$ cat config.mk
export PLATFORM = sky130hd
export DESIGN_NAME = hwk_wake_ctrl
export DESIGN_NICKNAME = d
export VERILOG_FILES = /design/src/rtl/hwk_pkg.sv /design/src/rtl/hwk_ctrl_reg.sv /design/src/rtl/hwk_sync.sv /design/src/rtl/hwk_pwr_fsm.sv /design/src/rtl/hwk_status_out.sv /design/src/rtl/hwk_wake_ctrl.sv
export SDC_FILE = /design/constraint.sdc
export NUM_CORES = 1
export LEC_CHECK = 0
export BUFFER_PORTS_ARGS = -buffer_cell sky130_fd_sc_hd__buf_2
export CORE_MARGIN = 3
export CORE_UTILIZATION = 41
export DETAILED_ROUTE_END_ITERATION = 10
export GPL_ROUTABILITY_DRIVEN = 0
export PLACE_DENSITY = 0.87
export SLEW_MARGIN = 20
export SYNTH_ARGS = -nofsm -noshare
export SYNTH_HDL_FRONTEND = slang
export SYNTH_HIERARCHICAL = 1
export SYNTH_SLANG_ARGS = --single-unit
$ cat constraint.sdc
create_clock -name clk -period 3.8 [get_ports clk]
set_input_delay 0.38 -clock clk [delete_from_list [all_inputs] [get_ports clk]]
set_output_delay 0.38 -clock clk [all_outputs]
set_load 0.02 [all_outputs]
$ cat src/rtl/hwk_pkg.sv
package hwk_pkg;
  localparam int REG_W = 32;

  localparam int BIT_CLK_RDY = 0;
  localparam int BIT_INIT    = 2;
  localparam int BIT_REQ     = 3;
  localparam int BIT_GTS     = 4;
  localparam int PS_LSB      = 24;
  localparam int PS_W        = 3;
  localparam int BIT_RFKILL  = 27;

  localparam logic [PS_W-1:0] PS_NONE  = 3'b000;
  localparam logic [PS_W-1:0] PS_MAC   = 3'b001;
  localparam logic [PS_W-1:0] PS_RADIO = 3'b010;
  localparam logic [PS_W-1:0] PS_ERR   = 3'b011;

  typedef enum logic [2:0] {
    ST_SLEEP  = 3'd0,
    ST_WAKING = 3'd1,
    ST_READY  = 3'd2,
    ST_DRAIN  = 3'd3,
    ST_FAULT  = 3'd4
  } pwr_state_e;
endpackage

$ cat src/rtl/hwk_ctrl_reg.sv
module hwk_ctrl_reg (
  input  logic clk,
  input  logic rst,
  input  logic sw_reset,
  input  logic wr_en,
  input  logic wr_init,
  input  logic wr_req,
  output logic init_done,
  output logic acc_req,
  output logic armed
);
  // Host-owned bits; software reset wins over a same-cycle write.
  always_ff @(posedge clk) begin
    if (rst || sw_reset) begin
      init_done <= 1'b0;
      acc_req   <= 1'b0;
      armed     <= 1'b0;
    end else if (wr_en) begin
      init_done <= wr_init;
      acc_req   <= wr_req;
      if (wr_init) armed <= 1'b1;
    end
  end
endmodule

$ cat src/rtl/hwk_sync.sv
module hwk_sync #(
  parameter int STAGES = 2
) (
  input  logic clk,
  input  logic rst,
  input  logic d,
  output logic q
);
  generate
    if (STAGES <= 1) begin : g_single
      logic s;
      always_ff @(posedge clk) begin
        if (rst) s <= 1'b0;
        else     s <= d;
      end
      assign q = s;
    end else begin : g_chain
      logic [STAGES-1:0] s;
      always_ff @(posedge clk) begin
        if (rst) s <= '0;
        else     s <= {s[STAGES-2:0], d};
      end
      assign q = s[STAGES-1];
    end
  endgenerate
endmodule

$ cat src/rtl/hwk_pwr_fsm.sv
module hwk_pwr_fsm
  import hwk_pkg::*;
#(
  parameter int SLEEP_CYCLES = 8
) (
  input  logic       clk,
  input  logic       rst,
  input  logic       sw_reset,
  input  logic       init_done,
  input  logic       acc_req,
  input  logic       armed,
  input  logic       dom_ack,
  output pwr_state_e state,
  output pwr_state_e nxt_state
);
  localparam int CNT_W = (SLEEP_CYCLES > 1) ? $clog2(SLEEP_CYCLES) : 1;
  localparam logic [CNT_W-1:0] CNT_LOAD = CNT_W'(SLEEP_CYCLES - 1);

  logic [CNT_W-1:0] cnt_q, cnt_d;
  logic keep_awake;

  assign keep_awake = init_done | (acc_req & armed);

  always_comb begin
    nxt_state = state;
    cnt_d     = cnt_q;
    if (sw_reset) begin
      nxt_state = ST_SLEEP;
    end else begin
      unique case (state)
        ST_SLEEP:  if (keep_awake) nxt_state = ST_WAKING;
        ST_WAKING: if (dom_ack) nxt_state = ST_READY;
        ST_READY: begin
          if (!dom_ack) begin
            nxt_state = ST_FAULT;
          end else if (!keep_awake) begin
            nxt_state = ST_DRAIN;
            cnt_d     = CNT_LOAD;
          end
        end
        ST_DRAIN: begin
          if (cnt_q == '0) nxt_state = ST_SLEEP;
          else             cnt_d = cnt_q - 1'b1;
        end
        ST_FAULT:  nxt_state = ST_FAULT;
        default:   nxt_state = ST_SLEEP;
      endcase
    end
  end

  always_ff @(posedge clk) begin
    if (rst) begin
      state <= ST_SLEEP;
      cnt_q <= '0;
    end else begin
      state <= nxt_state;
      cnt_q <= cnt_d;
    end
  end
endmodule

$ cat src/rtl/hwk_status_out.sv
module hwk_status_out
  import hwk_pkg::*;
(
  input  logic             clk,
  input  logic             rst,
  input  pwr_state_e       state,
  input  pwr_state_e       nxt_state,
  input  logic             rf_sync,
  input  logic             init_done,
  input  logic             acc_req,
  output logic             clk_ready,
  output logic             going_to_sleep,
  output logic             access_grant,
  output logic [REG_W-1:0] rd_data
);
  logic [PS_W-1:0] ps_code;

  always_ff @(posedge clk) begin
    if (rst) begin
      clk_ready      <= 1'b0;
      going_to_sleep <= 1'b0;
    end else begin
      clk_ready      <= (nxt_state == ST_READY) || (nxt_state == ST_DRAIN);
      going_to_sleep <= (nxt_state == ST_DRAIN);
    end
  end

  always_comb begin
    unique case (state)
      ST_READY, ST_DRAIN: ps_code = PS_NONE;
      ST_FAULT:           ps_code = PS_ERR;
      default:            ps_code = rf_sync ? PS_RADIO : PS_MAC;
    endcase
  end

  assign access_grant = clk_ready & ~going_to_sleep & acc_req;

  always_comb begin
    rd_data = '0;
    rd_data[BIT_CLK_RDY]            = clk_ready;
    rd_data[BIT_INIT]               = init_done;
    rd_data[BIT_REQ]                = acc_req;
    rd_data[BIT_GTS]                = going_to_sleep;
    rd_data[PS_LSB +: PS_W]         = ps_code;
    rd_data[BIT_RFKILL]             = rf_sync;
  end
endmodule

$ cat src/rtl/hwk_wake_ctrl.sv
module hwk_wake_ctrl
  import hwk_pkg::*;
#(
  parameter int SLEEP_CYCLES = 8,
  parameter int SYNC_STAGES  = 2
) (
  input  logic             clk,
  input  logic             rst,
  input  logic             host_wr_en,
  input  logic [REG_W-1:0] host_wr_data,
  output logic [REG_W-1:0] host_rd_data,
  input  logic             sw_reset,
  input  logic             rfkill_in,
  input  logic             dom_ready_ack,
  output logic             clk_ready,
  output logic             going_to_sleep,
  output logic             access_grant
);
  logic       init_done, acc_req, armed, rf_sync;
  pwr_state_e state, nxt_state;
  logic       unused_wr_bits;

  assign unused_wr_bits = ^{host_wr_data[REG_W-1:BIT_REQ+1], host_wr_data[BIT_INIT-1:0]};

  hwk_ctrl_reg u_reg (
    .clk(clk), .rst(rst), .sw_reset(sw_reset), .wr_en(host_wr_en),
    .wr_init(host_wr_data[BIT_INIT]), .wr_req(host_wr_data[BIT_REQ]),
    .init_done(init_done), .acc_req(acc_req), .armed(armed)
  );

  hwk_sync #(.STAGES(SYNC_STAGES)) u_rf_sync (
    .clk(clk), .rst(rst), .d(rfkill_in), .q(rf_sync)
  );

  hwk_pwr_fsm #(.SLEEP_CYCLES(SLEEP_CYCLES)) u_fsm (
    .clk(clk), .rst(rst), .sw_reset(sw_reset), .init_done(init_done),
    .acc_req(acc_req), .armed(armed), .dom_ack(dom_ready_ack),
    .state(state), .nxt_state(nxt_state)
  );

  hwk_status_out u_out (
    .clk(clk), .rst(rst), .state(state), .nxt_state(nxt_state),
    .rf_sync(rf_sync), .init_done(init_done), .acc_req(acc_req),
    .clk_ready(clk_ready), .going_to_sleep(going_to_sleep),
    .access_grant(access_grant), .rd_data(host_rd_data)
  );
endmodule

=== Word-level counts from Yosys, hierarchy flattened ===
Index checks and enable logic that the tools add are counted.

* Register bits after elaboration: 13
* Output and inout bits: 35
* Logic and storage cells: 45

* Add/subtract/negate cells: 1
* Eq/ne operators: 9
* Mux-type cells: 13
* Bitwise logic cells: 6
* Reductions and logical operators: 8

{| class="wikitable"
|+ Operator list
! cell !! count
|-
| 3-bit 2-to-1 mux || 9
|-
| 3-bit one-hot mux with 5 select lines || 1
|-
| 3-bit by 2-bit equality test with 1-bit output, second input constant || 4
|-
| 3-bit one-hot mux with 2 select lines || 2
|-
| 3-bit logical NOT || 2
|-
| 2-bit inequality test, second input constant || 3
|-
| 5-bit AND reduction || 1
|-
| 1-bit bitwise AND || 3
|-
| 3-bit by 1-bit equality test with 1-bit output, second input constant || 1
|-
| 3-bit equality test, second input constant || 1
|-
| 3-bit by 1-bit subtractor with 3-bit output, second input constant || 1
|-
| 1-bit logical OR || 2
|-
| 2-bit 2-to-1 mux || 1
|-
| 1-bit NOT || 2
|-
| 2-bit AND reduction || 1
|-
| 2-bit nonzero test || 1
|-
| 2-bit OR reduction || 1
|-
| 1-bit OR || 1
|}

=== Longest topological paths before layout ===
Gate-level depths: netlist of the first run.

* Word-level depth: 8
* Mapped depth: 8
* Mapped depth without buffers: 8

=== By module ===
The synthesis of the first run kept the hierarchy.

{| class="wikitable"
|+ Modules (own cells, without submodules)
! module !! instances !! cells each !! area an instance (sq um)
|-
| hwk_pwr_fsm || 1 || 50 || 414.1
|-
| hwk_status_out || 1 || 42 || 326.6
|-
| hwk_ctrl_reg || 1 || 9 || 100.1
|-
| hwk_sync || 1 || 4 || 52.6
|}

=== Least setup slack after synthesis of the first run ===
Ideal clock, no wire load.

* Path kind: register to register
* From: register u_fsm.cnt_q[0]
* To: register u_out.going_to_sleep
* Arrival time: 1.251 ns
* Data required time: 3.741 ns
* Setup slack: 2.490 ns
* Stages on the path, launching flop included: 9
* Path buffers: 0
* Path through: dfxtp_1 -> inv_1 -> ha_1 -> inv_1 -> o21ai_2 -> a22o_1 -> nor3_1 -> nor3b_2 -> and2_1

* Longest elaborated chain between the ends: 5

{| class="wikitable"
|+ RTL lines
! item !! line !! RTL
|-
| from (decl) || hwk_pwr_fsm.sv:19 || <nowiki>logic [CNT_W-1:0] cnt_q, cnt_d;</nowiki>
|-
| from (signal assigned) || hwk_pwr_fsm.sv:57 || <nowiki>cnt_q <= cnt_d;</nowiki>
|-
| 3-bit logical NOT || hwk_pwr_fsm.sv:42 || <nowiki>if (cnt_q == '0) nxt_state = ST_SLEEP;</nowiki>
|-
| 3-bit 2-to-1 mux || hwk_pwr_fsm.sv:42 ||
|-
| 3-bit one-hot mux with 5 select lines || hwk_pwr_fsm.sv:30 || <nowiki>unique case (state)</nowiki>
|-
| 3-bit 2-to-1 mux || hwk_pwr_fsm.sv:27 || <nowiki>if (sw_reset) begin</nowiki>
|-
| named net nxt_state[1] || hwk_wake_ctrl.sv:20 || <nowiki>pwr_state_e state, nxt_state;</nowiki>
|-
| 3-bit by 2-bit equality test with 1-bit output || hwk_status_out.sv:24 || <nowiki>going_to_sleep <= (nxt_state == ST_DRAIN);</nowiki>
|-
| to (signal assigned) || hwk_status_out.sv:24 ||
|-
| to (decl) || hwk_status_out.sv:12 || <nowiki>output logic going_to_sleep,</nowiki>
|}

The timed path passes the listed nets, and every way through them passes these cells.
A chain may end at the register's enable or synchronous reset.

=== Worst setup path in the final report of the first run ===
* From: register u_fsm.state[0]
* To: output port host_rd_data[25]

* Longest elaborated chain between the ends: 3
* Elaborated cells between the ends (all ways): 5
* Classes of those cells: 3 x eq/ne; 1 x mux; 1 x reduce/logical

{| class="wikitable"
|+ RTL lines
! item !! line !! RTL
|-
| from (decl) || hwk_pwr_fsm.sv:13 || <nowiki>output pwr_state_e state,</nowiki>
|-
| from (signal assigned) || hwk_pwr_fsm.sv:56 || <nowiki>state <= nxt_state;</nowiki>
|-
| 3-bit by 2-bit equality test with 1-bit output || hwk_status_out.sv:29 || <nowiki>unique case (state)</nowiki>
|-
| 2-bit OR reduction || hwk_status_out.sv:29 ||
|-
| 3-bit one-hot mux with 2 select lines * || hwk_status_out.sv:29 ||
|-
| to (decl) || hwk_wake_ctrl.sv:11 || <nowiki>output logic [REG_W-1:0] host_rd_data,</nowiki>
|}

Every way passes the cells marked *; elsewhere a longest branch is shown, timed or not.

==> impl_metrics.tcl, run 1 <==
set metrics [dict create \
    overflow 0 \
    switching_share_pct 30.9 \
    dieArea_mm2 0.00278 \
    cts_buffers 3 \
    ys_ff_latch 13 \
    grt_pass1_vias 551 \
    start_util_pct 44.2 \
    drc 0 \
    pin_count 73 \
    hold_path.class "input port to register" \
    worst-path-buf-inv 1 \
    cts.sinks 13 \
    critPathArrivalTime_ps 1310 \
    cp_slowest_stage_delay_ps 610 \
    seq_area_frac_synth_pct 29.1 \
    final_nets 160 \
    critical_path_class "register to output port" \
    drt-wirelength-per-cell_um 10.4 \
    hold_viol 0 \
    timing.rr.end "u_out/going_to_sleep" \
    grt_pass1_wl_um 2350 \
    power_uw 274 \
    utilization_pct 44.1 \
    dieHeight_um 52.7 \
    seq_power_share_pct 51.3 \
    dr_total_vias 654 \
    p_comb_share_pct 16.8 \
    ctsResizeCount 0 \
    wl_met1_um 591 \
    power.share.clock_pct 31.9 \
    place_hpwl_um 1200 \
    p_int_uw 190 \
    hold_path_depth 2 \
    area_delta_synth_final_pct -0.140 \
    grt_max_degree 14 \
    clk_pin_slew_ps 80 \
    antenna_found_initial 0 \
    start_kind "register" \
    finalMaxSlewViolations 0 \
    reg2reg_depth 5 \
    clk_latency_ps 280 \
    drt-initial-drc-count 1 \
    finClkSkew_ps 7.50 \
    p_switching_uw 84.7 \
    cp_cell_sequence "nor2_1, o2bb2ai_1, buf_2" \
    leakagePower_uw 0.000416 \
    finalSetupViolations 0 \
    crit_path_end_kind "output port" \
    yosys-top-cells-area "dfxtp_1 (29%), buf_4 (25%), nor3_1 (4.5%), inv_1 (2.9%), nor2_1 (2.9%)" \
    ant_nets 0 \
    clockBufferDepth 2 \
    wirelength_um 1520 \
    crit_family "flip-flops" \
    syn-cell-area_um2 893 \
    htreeDepth 1 \
    num-fill-cells 225 \
    vias_per_cell 4.48 \
    peakVddDrop_v 0.000140 \
    die_w_um 52.7 \
    crit_fanout 11 \
    synth_top_area_cell "dfxtp_1" \
    grt_util_all_layers_pct 11.5 \
    avgSynthCellArea_um2 8.51 \
    wl_met3_um 146 \
    drive_gt1_share_pct 23.5 \
    max_freq_mhz 590 \
    maxCapViolCount 0 \
    outcome "complete, no violations" \
    post_cts_buffers 0 \
    whs_endpoint "u_rf_sync/g_chain.s[0]" \
    wl_met2_um 752 \
    tns_ps 0 \
    portBuffers 17 \
    clock-root-buffer "clkbuf_4" \
    drt-pass1-iter-count 3 \
    cpMaxStageDelayCell "dfxtp_1" \
    synth_top_area_share_pct 29.1 \
    period_minus_slack_ps 1690 \
    highest_layer "met4" \
    rrSetupSlack_ps 2270 \
    powerDensity_mw_per_mm2 307 \
    synth_cell_types 29 \
    postSynthCellCount 105 \
    core_mm2 0.00202 \
    ys_warn_count 6 \
    setup_ws_ps 2110 \
    rsz0062_at_grt "false" \
    r2r-start "u_fsm/state[0]" \
    holdBufCountCts 0 \
    crit_required_ps 3420 \
    antennaDiodeCount 0 \
    tritoncts "built" \
    fp-row-count 16 \
    worstHoldStart "rfkill_in" \
    dpl_worst_slack_ps 2290 \
    period_share_pct 44.6 \
]
## flip-flops by register name (all words and copies together) (netlist names)
name and flops:
u_rf_sync/g_chain.s 2, u_out/clk_ready 1, u_reg/armed 1, u_fsm/cnt_q 3
u_out/going_to_sleep 1, u_reg/acc_req 1, u_reg/init_done 1, u_fsm/state 3
## power by group through the flow
stage	logic, µW	clock network [µW]	registers, µW
floorplan	56.7	0	143
global placement	44.6	0	144
detailed placement	45.5	0	144
CTS	45.7	93.0	141
global route	50.8	96.0	141
finish	46.1	87.4	141
## synth_stat cells
master	count
a22o_1	1
nand4b_1	1
and2_1	1
nand2b_1	3
or2_1	1
nor2_1	7
mux2i_1	2
a21oi_1	5
nor4b_2	1
and3_4	1
nor2_2	1
buf_4	30
o21ai_2	1
nor2b_4	1
a2111oi_2	1
nand2_1	4
nor3b_2	1
nor4_1	3
a32o_1	1
o221a_2	1
nor3_1	8
ha_1	2
o2bb2ai_1	2
dfxtp_1	13
o21a_1	1
inv_1	7
nor2b_1	3
buf_6	1
conb_1	1
## how the worst max path moves through the flow
stage	startpoint	endpoint	slack (ps)	depth (start not counted)
floorplan	u_fsm/cnt_q[0]	u_out/going_to_sleep	2490	8
global placement	u_fsm/state[0]	u_out/going_to_sleep	2350	5
detailed placement	u_fsm/state[0]	u_out/going_to_sleep	2290	5
CTS	u_fsm/state[0]	host_rd_data[25]	2080	3
global route	u_fsm/state[0]	host_rd_data[25]	2000	3
finish	u_fsm/state[0]	host_rd_data[25]	2110	3
## cell families after synthesis
group                    count (synthesis)  share of synthesized area [%]
multiplexers                             2                           2.24
AND/OR/NAND/NOR                         36                           24.4
adder cells (fa/ha/maj)                  2                           2.80
other                                    1                          0.420
AO/OA/AOI/OAI                           13                           11.6
flip-flops                              13                           29.1
buffers and inverters                   38                           29.4
## routing by layer
metal  up-vias  track usage (%)
met3         2             3.42
met2        26             19.2
met1       298             13.0
li1        328                -
met5         -                0
met4         0             6.38
## area by class of cell
| type | count | area [µm²] | area share (%) |
|---|---|---|---|
| clock buffer | 4 | 26.3 | 2.95 |
| sequential | 13 | 260 | 29.2 |
| timing repair buffer | 17 | 85.1 | 9.54 |
| multi-input combinational | 78 | 460 | 51.6 |
| tap | 27 | 33.8 | 3.79 |
| inverter | 7 | 26.3 | 2.95 |
## metrics by stage
step,hold WS (ps),instances,cell area (µm²)
2_1_floorplan,414,129,983
3_3_place_gp,425,142,866
3_5_place_dp,427,142,866
4_1_cts,298,146,892
5_1_grt,333,146,892
6_report,306,146,892
## cell usage in the layout, fill, tap and decap left out, types with 2 or more instances in the layout
master	n
a21oi_1	5
buf_2	17
clkbuf_4	3
conb_1	25
dfxtp_1	13
ha_1	2
inv_1	7
mux2i_1	2
nand2_1	4
nand2b_1	3
nor2_1	7
nor2b_1	3
nor3_1	8
nor4_1	3
o2bb2ai_1	2
(Power assumes the default switching activity.)
==> run 2, diff against run 1 <==
CORE_UTILIZATION = 38   (was 41)
PLACE_DENSITY = 0.82   (was 0.87)
clock period = 1.8 ns   (was 3.8 ns; I/O delays follow)
==> run 2 against run 1 <==
Final area stayed put. Die area up 7.0%. Worst setup slack got worse by 1800 ps.
==> impl_metrics.tcl, run 2 (synthesis gave the netlist of run 1 again) <==
set metrics [dict create \
    r2r-start "u_fsm/state[0]" \
    pin_count 73 \
    clk_latency_ps 280 \
    hold_path_depth 2 \
    ctsResizeCount 0 \
    tritoncts "built" \
    dr_total_vias 647 \
    cts.sinks 13 \
    powerDensity_mw_per_mm2 641 \
    num-fill-cells 219 \
    overflow 0 \
    grt_util_all_layers_pct 10.7 \
    worstHoldStart "rfkill_in" \
    finClkSkew_ps 7.78 \
    leakagePower_uw 0.000416 \
    clockBufferDepth 2 \
    core_mm2 0.00208 \
    grt_pass1_vias 534 \
    hold_viol 0 \
    crit_path_start "u_fsm/state[0]" \
    wirelength_um 1470 \
    hold_path.class "input port to register" \
    start_util_pct 42.9 \
    crit_fanout 11 \
    portBuffers 17 \
    drt-wirelength-per-cell_um 10.1 \
    peakVddDrop_v 0.000406 \
    drc 0 \
    max_freq_mhz 661 \
    reg2reg_depth 5 \
    whs_ps 105 \
    grt_max_degree 14 \
    most-common-layout-cells "conb_1 (25), buf_2 (17), dfxtp_1 (13)" \
    crit_path_end_kind "register" \
    critPathArrivalTime_ps 1730 \
    drt-initial-drc-count 14 \
    dieHeight_um 54.5 \
    final_nets 160 \
    vias_per_cell 4.43 \
    period_minus_slack_ps 1510 \
    crit_required_ps 2020 \
    highest_layer "met4" \
    grt_pass1_wl_um 2200 \
    fp-row-count 16 \
    htreeDepth 1 \
    power_uw 572 \
    maxCapViolCount 0 \
    holdBufCountCts 0 \
    wl_met3_um 161 \
    start_kind "register" \
    drt-pass1-iter-count 4 \
    tns_ps 0 \
    area_delta_synth_final_pct -0.140 \
    final_common_cell "conb_1" \
    cts_buffers 3 \
    ant_nets 0 \
    rsz0062_at_grt "false" \
    period_share_pct 84.1 \
    outcome "complete, no violations" \
    post_cts_buffers 0 \
    dieArea_mm2 0.00297 \
    critical_path_class "register to register" \
    antenna_found_initial 0 \
    reg_top3 "u_fsm/cnt_q (3), u_fsm/state (3), u_rf_sync/g_chain.s (2)" \
    die_w_um 54.5 \
    wl_met2_um 686 \
    wl_met1_um 611 \
    clk_pin_slew_ps 80 \
    antennaDiodeCount 0 \
    clock-root-buffer "clkbuf_4" \
    drive_gt1_share_pct 23.5 \
    finalSetupViolations 0 \
    finalMaxSlewViolations 0 \
    place_hpwl_um 1140 \
]
-- run 2: worst max-delay path, stage by stage, from the launching register on --
cell,delay (ps)
dfxtp_1,620
nand2_1,140
a22o_1,270
nor3_1,120
nor3b_2,190
and2_1,130
-- run 2: per-stage QoR --
step	setup WS, ps	std cells	utilization (%)	instance area [µm²]
6_report	287	146	42.8	892
5_1_grt	171	146	42.8	892
4_1_cts	278	146	42.8	892
3_5_place_dp	309	142	41.6	866
3_3_place_gp	333	142	41.6	866
2_1_floorplan	490	129	-	983
-- run 2: worst paths after layout --
path              slack [ps]                endpoint
setup / recovery         290    u_out/going_to_sleep
hold / removal           100  u_rf_sync/g_chain.s[0]
setup reg to reg         290    u_out/going_to_sleep
hold reg to reg          440  u_rf_sync/g_chain.s[1]
-- run 2: per-layer routing --
metal / track usage [%] / up-vias
met5: 0 / -
met4: 4.56 / 0
met3: 5.99 / 2
met2: 17.7 / 31
met1: 11.0 / 289
li1: - / 325
-- run 2: report_power, final --
group | total (µW) | switching [µW] | internal, µW
sequential | 297 | 4.48 | 293
combinational | 97.5 | 75.8 | 21.7
clock | 177 | 91.5 | 86.0
total | 572 | 172 | 400
-- run 2: cell type report --
cell class | count | area (µm²) | share of cell area, %
Multi-Input combinational cell | 78 | 460 | 51.6
Sequential cell | 13 | 260 | 29.2
Timing Repair Buffer | 17 | 85.1 | 9.54
Tap cell | 27 | 33.8 | 3.79
Clock buffer | 4 | 26.3 | 2.95
Inverter | 7 | 26.3 | 2.95
==> run 3, diff against run 2 <==
ABC_AREA = 1   (was unset)
CORE_UTILIZATION = 39   (was 38)
clock period = 1.51 ns   (was 1.8 ns; I/O delays follow)
==> run 3 against run 2 <==
Critical path depth unchanged. Clock-buffer cell count down 1. Highest routed layer is now met3. Sequential power up 19%. Combinational power up 14%. Die area up 1.5%.
==> impl_metrics.tcl, run 3 <==
set metrics [dict create \
    drt-wirelength-per-cell_um 8.18 \
    critical_path_class "register to output port" \
    final_nets 186 \
    fp-row-count 17 \
    vias_per_cell 4.09 \
    finalMaxSlewViolations 0 \
    crit_required_ps 1360 \
    crit_path_end_kind "output port" \
    synthTopCellsByCount "buf_4 (30), nand2_1 (28), inv_1 (18)" \
    synth-async-reset-ratio_pct 0 \
    hold_viol 0 \
    fin_cells 173 \
    yosys-top-cells-area "dfxtp_1 (28%), buf_4 (24%), nand2_1 (11%), inv_1 (7.2%), a21oi_1 (3.2%)" \
    cp_slowest_stage_delay_ps 480 \
    pin_count 73 \
    rrSetupSlack_ps 230 \
    tns_ps 0 \
    period_minus_slack_ps 1310 \
    clk_latency_ps 280 \
    p_switching_uw 213 \
    drt-pass1-iter-count 4 \
    crit_top_cell "nand2_1" \
    postSynthCellCount 130 \
    period_share_pct 86.7 \
    final_common_cell "nand2_1" \
    ys_ff_latch 13 \
    finalSetupViolations 0 \
    antenna_found_initial 0 \
    antennaDiodeCount 0 \
    critPathArrivalTime_ps 1160 \
    synthFlopType "dfxtp_1" \
    ant_nets 0 \
    maxCapViolCount 0 \
    synth_top_area_cell "dfxtp_1" \
    finClkSkew_ps 7.93 \
    dieArea_mm2 0.00301 \
    most-common-layout-cells "nand2_1 (28), conb_1 (25), inv_1 (18)" \
    p_int_uw 468 \
    place_hpwl_um 1160 \
    powerDensity_mw_per_mm2 721 \
    area_delta_synth_final_pct 1.34 \
    drt-initial-drc-count 8 \
    max_freq_mhz 764 \
    cts.sinks 13 \
    synth_edf_count 0 \
    drive_gt1_share_pct 21.4 \
    reg_top3 "u_fsm/cnt_q (3), u_fsm/state (3), u_rf_sync/g_chain.s (2)" \
    seq_area_frac_synth_pct 27.9 \
    avgSynthCellArea_um2 7.17 \
    syn-cell-area_um2 932 \
    holdBufCountCts 0 \
    start_kind "register" \
    start_util_pct 41.7 \
    tritoncts "built" \
    utilization_pct 42.3 \
    core_mm2 0.00223 \
    overflow 0 \
    clk_pin_slew_ps 90 \
    htreeDepth 1 \
    seq_power_share_pct 51.9 \
    clock-root-buffer "clkbuf_4" \
    ys_warn_count 6 \
    leakagePower_uw 0.000500 \
    hold_path.class "input port to register" \
    power.share.clock_pct 31.8 \
    cp_cell_sequence "inv_1, nand2_1, nand2_1, nand2_1, buf_2" \
    clockBufferDepth 2 \
    yosysMostFrequentCell "buf_4" \
    rsz0062_at_grt "false" \
    outcome "complete, no violations" \
    cts_buffers 3 \
    crit_fanout 5 \
    die_w_um 54.9 \
    drc 0 \
    synth_cell_types 23 \
    wirelength_um 1420 \
    p_comb_share_pct 16.3 \
    peakVddDrop_v 0.000267 \
    dr_total_vias 707 \
    grt_pass1_vias 527 \
    dp.cells 169 \
    post_cts_buffers 0 \
    portBuffers 17 \
    grt_pass1_wl_um 2000 \
    cpMaxStageDelayCell "dfxtp_1" \
    ctsResizeCount 0 \
    switching_share_pct 31.3 \
    grt_util_all_layers_pct 9.23 \
    dieHeight_um 54.9 \
    grt_max_degree 13 \
    synth_top_area_share_pct 27.9 \
]
[run 3: metal layers]
layer / wire length (µm) / global-route usage [%]
met5: 0 / 0
met4: 0 / 4.86
met3: 120 / 3.49
met2: 686 / 14.8
met1: 608 / 10.6
[run 3: path summary, 6_finish.rpt]
path,start,endpoint,depth (start not counted)
setup / recovery,u_fsm/state[2],host_rd_data[24],5
hold / removal,rfkill_in,u_rf_sync/g_chain.s[0],3
setup reg to reg,u_fsm/state[1],u_out/going_to_sleep,8
hold reg to reg,u_rf_sync/g_chain.s[0],u_rf_sync/g_chain.s[1],2
[run 3: logic make-up (layout without fill, tap and decap cells)]
| logic type | count (synthesis) | in the layout | synth area share (%) |
|---|---|---|---|
| DFF | 13 | 13 | 27.9 |
| and+or+nand+nor | 55 | 55 | 30.6 |
| buffers and inverters | 49 | 40 | 31.8 |
| adders and majority gates | 2 | 2 | 2.68 |
| other | 1 | 25 | 0.402 |
| AOI/OAI and AO/OA | 9 | 9 | 5.64 |
| xor gates and xnor gates | 1 | 1 | 0.940 |
[run 3: power groups by stage]
stage	clock, µW	sequential, µW	combinational [µW]
after floorplan	0	361	137
after global placement	0	361	109
after detailed placement	0	362	110
after CTS	221	354	110
after global routing	234	355	123
final	217	353	111
[run 3: cell type report]
| type | instances | area [µm²] |
|---|---|---|
| fillers | 239 | 1290 |
| repair buffers | 17 | 85.1 |
| inverters | 19 | 71.3 |
| clock inverters | 1 | 5.00 |
| clock buffers | 3 | 22.5 |
| multi-input cells | 92 | 465 |
| flip-flops and latches | 13 | 260 |
| well taps | 28 | 35.0 |
[run 3: through the flow]
stage	hold slack, ps	area [µm²]	power (µW)	worst slack [ps]
after global routing	82.6	945	712	111
after global placement	360	917	471	264
after floorplan	220	1020	498	383
after CTS	65.9	945	685	203
after detailed placement	357	917	471	227
final	74.6	945	681	202
[run 3: worst max-delay path, delay by kind of cell, from the launching register on]
family / cells / cell delay, ps
DFF: 1 / 480
and+or+nand+nor: 3 / 180
buffers and inverters: 2 / 220
